==> src/rtl/spiclk_pkg.sv <==
package spiclk_pkg;

   // Source selection carried by one bit of the configuration word
   typedef enum logic {
      SRC_FIXED_DIV2 = 1'b0,
      SRC_PROGRAMMED = 1'b1
   } spiclk_src_e;

   // Default field placement inside the configuration word
   localparam int DEF_CFG_W   = 32;
   localparam int DEF_CNT_W   = 6;
   localparam int DEF_SRC_BIT = 31;
   localparam int DEF_DIV_LSB = 12;
   localparam int DEF_HI_LSB  = 6;
   localparam int DEF_LO_LSB  = 0;

endpackage

==> src/rtl/spiclk_cfg_decode.sv <==
module spiclk_cfg_decode #(
   parameter int CFG_W   = spiclk_pkg::DEF_CFG_W,
   parameter int CNT_W   = spiclk_pkg::DEF_CNT_W,
   parameter int SRC_BIT = spiclk_pkg::DEF_SRC_BIT,
   parameter int DIV_LSB = spiclk_pkg::DEF_DIV_LSB,
   parameter int HI_LSB  = spiclk_pkg::DEF_HI_LSB,
   parameter int LO_LSB  = spiclk_pkg::DEF_LO_LSB,
   parameter bit TERM_FROM_DIV = 1'b0
) (
   input  logic [CFG_W-1:0] cfg_i,
   output logic [CNT_W-1:0] last_o,
   output logic [CNT_W-1:0] hi_last_o
);

   localparam logic [CNT_W-1:0] ONE = CNT_W'(1);

   logic [CNT_W-1:0]        term_raw;
   logic [CNT_W-1:0]        hi_raw;
   logic [CNT_W-1:0]        term_safe;
   spiclk_pkg::spiclk_src_e src;
   logic                    unused_cfg_bits;

   // Which field ends the period is a build-time choice
   generate
      if (TERM_FROM_DIV) begin : g_term_div
         assign term_raw = cfg_i[DIV_LSB +: CNT_W];
      end else begin : g_term_low
         assign term_raw = cfg_i[LO_LSB +: CNT_W];
      end
   endgenerate

   assign hi_raw          = cfg_i[HI_LSB +: CNT_W];
   assign src             = spiclk_pkg::spiclk_src_e'(cfg_i[SRC_BIT]);
   assign unused_cfg_bits = ^cfg_i;

   always_comb begin
      term_safe = (term_raw < ONE) ? ONE : term_raw;
      if (src == spiclk_pkg::SRC_PROGRAMMED) begin
         last_o    = term_safe;
         // keep at least one low cycle in every period
         hi_last_o = (hi_raw >= term_safe) ? (term_safe - ONE) : hi_raw;
      end else begin
         last_o    = ONE;
         hi_last_o = '0;
      end
   end

endmodule

==> src/rtl/spiclk_phase_cnt.sv <==
module spiclk_phase_cnt #(
   parameter int CNT_W = spiclk_pkg::DEF_CNT_W
) (
   input  logic             clk_i,
   input  logic             rst_ni,
   input  logic             run_i,
   input  logic [CNT_W-1:0] last_i,
   output logic [CNT_W-1:0] cnt_o
);

   logic [CNT_W-1:0] cnt_q;

   always_ff @(posedge clk_i or negedge rst_ni) begin
      if (!rst_ni) begin
         cnt_q <= '0;
      end else if (!run_i) begin
         cnt_q <= '0;
      end else if (cnt_q >= last_i) begin
         cnt_q <= '0;
      end else begin
         cnt_q <= cnt_q + CNT_W'(1);
      end
   end

   assign cnt_o = cnt_q;

endmodule

==> src/rtl/spiclk_edge_gen.sv <==
module spiclk_edge_gen #(
   parameter int CNT_W = spiclk_pkg::DEF_CNT_W
) (
   input  logic             clk_i,
   input  logic             rst_ni,
   input  logic             run_i,
   input  logic [CNT_W-1:0] cnt_i,
   input  logic [CNT_W-1:0] hi_last_i,
   output logic             sclk_o,
   output logic             rise_o,
   output logic             fall_o
);

   logic want_high;
   logic sclk_q, rise_q, fall_q;

   assign want_high = run_i && (cnt_i <= hi_last_i);

   always_ff @(posedge clk_i or negedge rst_ni) begin
      if (!rst_ni) begin
         sclk_q <= 1'b0;
         rise_q <= 1'b0;
         fall_q <= 1'b0;
      end else begin
         sclk_q <= want_high;
         rise_q <= want_high && !sclk_q;
         fall_q <= !want_high && sclk_q;
      end
   end

   assign sclk_o = sclk_q;
   assign rise_o = rise_q;
   assign fall_o = fall_q;

endmodule

==> src/rtl/spi_sclk_divider.sv <==
module spi_sclk_divider #(
   parameter int CFG_W   = spiclk_pkg::DEF_CFG_W,
   parameter int CNT_W   = spiclk_pkg::DEF_CNT_W,
   parameter int SRC_BIT = spiclk_pkg::DEF_SRC_BIT,
   parameter int DIV_LSB = spiclk_pkg::DEF_DIV_LSB,
   parameter int HI_LSB  = spiclk_pkg::DEF_HI_LSB,
   parameter int LO_LSB  = spiclk_pkg::DEF_LO_LSB,
   parameter bit TERM_FROM_DIV = 1'b0
) (
   input  logic             clk_i,
   input  logic             rst_ni,
   input  logic [CFG_W-1:0] cfg_i,
   input  logic             en_i,
   output logic             sclk_o,
   output logic             rise_o,
   output logic             fall_o
);

   localparam int FIELD_TOP = CNT_W - 1;

   // Elaboration-time parameter checks
   generate
      if (CNT_W < 2) begin : g_err_cnt_w
         $error("spi_sclk_divider: CNT_W must be at least 2");
      end
      if (SRC_BIT >= CFG_W) begin : g_err_src
         $error("spi_sclk_divider: SRC_BIT outside configuration word");
      end
      if (DIV_LSB + FIELD_TOP >= CFG_W || HI_LSB + FIELD_TOP >= CFG_W ||
          LO_LSB + FIELD_TOP >= CFG_W) begin : g_err_field
         $error("spi_sclk_divider: a count field does not fit the configuration word");
      end
   endgenerate

   logic [CNT_W-1:0] last_w;
   logic [CNT_W-1:0] hi_last_w;
   logic [CNT_W-1:0] cnt_w;

   spiclk_cfg_decode #(
      .CFG_W(CFG_W), .CNT_W(CNT_W), .SRC_BIT(SRC_BIT), .DIV_LSB(DIV_LSB),
      .HI_LSB(HI_LSB), .LO_LSB(LO_LSB), .TERM_FROM_DIV(TERM_FROM_DIV)
   ) i_decode (
      .cfg_i     (cfg_i),
      .last_o    (last_w),
      .hi_last_o (hi_last_w)
   );

   spiclk_phase_cnt #(.CNT_W(CNT_W)) i_phase (
      .clk_i  (clk_i),
      .rst_ni (rst_ni),
      .run_i  (en_i),
      .last_i (last_w),
      .cnt_o  (cnt_w)
   );

   spiclk_edge_gen #(.CNT_W(CNT_W)) i_edges (
      .clk_i     (clk_i),
      .rst_ni    (rst_ni),
      .run_i     (en_i),
      .cnt_i     (cnt_w),
      .hi_last_i (hi_last_w),
      .sclk_o    (sclk_o),
      .rise_o    (rise_o),
      .fall_o    (fall_o)
   );

endmodule

==> config.mk <==
export PLATFORM = sky130hd
export DESIGN_NAME = spi_sclk_divider
export DESIGN_NICKNAME = d
export VERILOG_FILES = /design/src/rtl/spiclk_pkg.sv /design/src/rtl/spiclk_cfg_decode.sv /design/src/rtl/spiclk_phase_cnt.sv /design/src/rtl/spiclk_edge_gen.sv /design/src/rtl/spi_sclk_divider.sv
export SDC_FILE = /design/constraint.sdc
export NUM_CORES = 1
export LEC_CHECK = 0
export ABC_AREA = 1
export BUFFER_PORTS_ARGS = -buffer_cell sky130_fd_sc_hd__clkbuf_2
export CAP_MARGIN = 25
export CORE_MARGIN = 3
export CORE_UTILIZATION = 49
export CTS_CLUSTER_DIAMETER = 120
export DETAILED_ROUTE_END_ITERATION = 8
export PLACE_DENSITY_LB_ADDON = 0.15
export SLEW_MARGIN = 0
export SYNTH_ARGS = -nofsm -noshare
export SYNTH_HDL_FRONTEND = slang
export SYNTH_SLANG_ARGS = --single-unit
export TNS_END_PERCENT = 50
==> constraint.sdc <==
create_clock -name clk_i -period 1.7 [get_ports clk_i]
set_input_delay 0.425 -clock clk_i [delete_from_list [all_inputs] [get_ports clk_i]]
set_output_delay 0.425 -clock clk_i [all_outputs]
set_load 0.005 [all_outputs]
==> summary.md <==
| Metric | Value |
|---|---|
| Routability Congestion | 0.842 |
| Worst-Margin Slew | 0.337 ns |
| Die Wd | 51.8 um |
| RSZ-0062 raised after global routing | true |
| Total GRT Usage | 0.210 |
| Top-area cell type share of the netlist area | 0.243 |
| Final WL | 2.97 mm |
| Post-Syn Area | 1030 sq um |
| Final slew viol count | 0 |
| Share of layout cells above drive strength 1 | 0.428 |
| Worst EP required | 1.90 ns |
| H-tree depth | 1 |
| Syn avg cell area | 7.09 sq um |
| Post-Syn Nets | 200 |
| Worst R2R Setup Slack | 0.24 ns |
| First-pass GRT wire length | 4.24 mm |
| Async S/R FF share, synth | 1.00 |
| Placed insts | 202 |
| Mux contribution to synthesized area | 0 |
| Clock Root Buffer | clkbuf_4 |
| Failing checks | setup timing |
| Top-count cell post-synth | nand2_1 |
| NumNets Final | 243 |
| Io pins | 38 |
| Cell accounting for the most synthesized area | ha_1 |
| Place WS | -0.898 ns |
| Die Y | 51.8 um |
| DP HPWL | 1.96 mm |
| FP Rows | 15 |
| Max-cap viol count | 0 |
| DRT Pass-1 Iters | 4 |
| Final setup fails | 9 |
| Initial Util | 0.554 |
| Crit path DAT | 2.58 ns |
| Synth unique cells | 21 |
| Largest family of logic cells by synthesized area | simple AND/OR/NAND/NOR gates |
| Critical Path Fanout Max | 7 |
| Vias | 1105 |
| DRC | 0 |
| Simple-gate share of the synthesized area | 0.348 |
| Dpl cell area | 1270 sq um |
| Area Growth Syn to Fin | 48.5% |
| Core area | 1860 sq um |
| PwrDens | 568 nW/um^2 |
| Pin count of the biggest net entering global routing | 13 |
| Synth top area cells | ha_1, dfrtp_1, nand2_1 |
| FF-to-FF Start | i_phase.cnt_o[3] |
| Antenna violations before repair | 0 |
| Worst-case reg-to-reg path depth | 6 |
| Top FF cell, synth | dfrtp_1 |
| Wire per inst | 14.0 um |
| Sequential share of the synthesized area | 0.219 |
| Post-synth top cells | nand2_1, inv_1, ha_1 |
| Crit path capture type | flip-flop |
| Vias/cell | 5.21 |
| Fmax | 420 MHz |
| Clock Latency Late Sink | 0.26 ns |
| Die area | 2680 sq um |
| Hold Path Class | in2async |
| Overall Power | 0.000867 W |
| Num CTS Buffers | 3 |
| Post-Synth Adder-Cell Area | 0.243 |
| GR Overflow Total | 0 |
| Crit path kind | in2reg |
| XOR/XNOR share of the synthesized area | 0.0426 |
| Initial DRC count | 24 |
| Ant. Diodes | 0 |
| Clk_skew | 0.00337 ns |
| # port buffers | 18 |
| Status | finished with violations |
| Final WS setup | -0.680 ns |
| Crit share post-route | 1.40 |
| Post-route minimum period | 2.38 ns |
| WHS | 0.0107 ns |
| Post-synth EDFFs | 0 |
| Final Instance Area | 1530 sq um |
| Clk pin slew, worst setup/hold paths | 0.06 ns |
| Vias in the first global route | 986 |
| Antenna-violating nets left | 0 |
| CP Launch Point | cfg_i[3] |
| Synth Area in Compound Gates | 0.0596 |
| Reg2reg end | i_phase.cnt_o[5] |
| Worst VDD drop | 0.000592 V |
| Pleak | 0.819 nW |
| Critical Path Start Type | primary input |
| CTS sink cnt | 9 |
| Layout Cells excl Fill | 212 |
| Syn Inst Count | 145 |
| Seq cells post-synth | 9 |
| CTS Buffer Depth | 2 |
| CTS tree | built |
| Max-slew headroom | 0.773 |
| YS warnings | 0 |
| Final hold vios | 0 |
## report_power, final
group          total, W  switching [W]  internal (W)
Combinational  0.000439       0.000237      0.000202
Clock          0.000166      0.0000752     0.0000905
Sequential     0.000263      0.0000257      0.000237
Total          0.000867       0.000338      0.000530
## through the flow
step                TNS [ns]   util
detailed placement     -4.84  0.684
global placement       -4.17  0.684
CTS                    -1.81  0.752
floorplan              -1.79      -
global route           -3.18  0.822
finish                 -2.38  0.822
## repair_timing
action / 4_1_cts / 5_1_grt
setup buffers: 5 / 1
pin swaps: 13 / 20
endpoints found under the setup margin: 9 / 9
hold buffers: 0 / 0
gates resized for setup: 13 / 28
endpoints found under the hold margin: 0 / 0
## cell type report
cell class / count / area, sq um
clock buffers: 4 / 26.3
fillers: 122 / 330
inverters: 23 / 90.1
multi-input cells: 112 / 878
flip-flops and latches: 9 / 225
well taps: 25 / 31.3
repair buffers: 39 / 277
## per-layer routing
metal	up-vias	global-route usage	share of wire
met4	0	0.0437	0.038
li1	555	-	-
met5	-	0	0
met3	12	0.0516	0.071
met2	48	0.339	0.47
met1	490	0.284	0.42
## worst max-delay path: stages
cell	delay (ns)
buf_8	0.10
buf_4	0.13
inv_1	0.10
ha_4	0.21
nand2_1	0.08
nand2_2	0.08
a21oi_4	0.26
nand2_8	0.10
nand2_1	0.08
nand3_1	0.09
ha_1	0.35
nand2_2	0.08
nor2_4	0.11
nand3_1	0.11
nand2_2	0.09
nand2_2	0.06
nor2_1	0.10
## logic make-up (layout without fill, tap and decap cells)
group	after synthesis	count (layout)
compound gates	9	9
xor+xnor	5	5
buf+inv	24	66
flops	9	9
simple gates	78	78
fa+ha+maj	20	20
## cells in the final DEF (no fill, tap or decap), drive strengths merged
master / n
dfrtp: 9
xnor2: 1
ha: 20
nand4: 3
o21ai: 2
nand3: 13
xor2: 4
nand3b: 5
nand2: 40
clkinvlp: 1
o21bai: 1
nor2: 16
a21boi: 1
buf: 23
clkbuf: 20
inv: 22
a21oi: 5
or2: 1
## worst max path at each step
stage / endpoint / slack [ns] / depth (start not counted)
global route: i_edges.rise_o / -0.80 / 20
CTS: i_edges.sclk_o / -0.52 / 21
floorplan: i_edges.rise_o / -0.61 / 20
detailed placement: i_edges.sclk_o / -0.90 / 21
finish: i_edges.rise_o / -0.68 / 17
global placement: i_edges.rise_o / -0.79 / 21
## sequential cells by signal (all words and copies together), names as in the netlist
name / cells
i_edges.fall_o: 1
i_edges.rise_o: 1
i_edges.sclk_o: 1
i_phase.cnt_o: 6
Note: power is estimated with default switching activity, not from simulation.
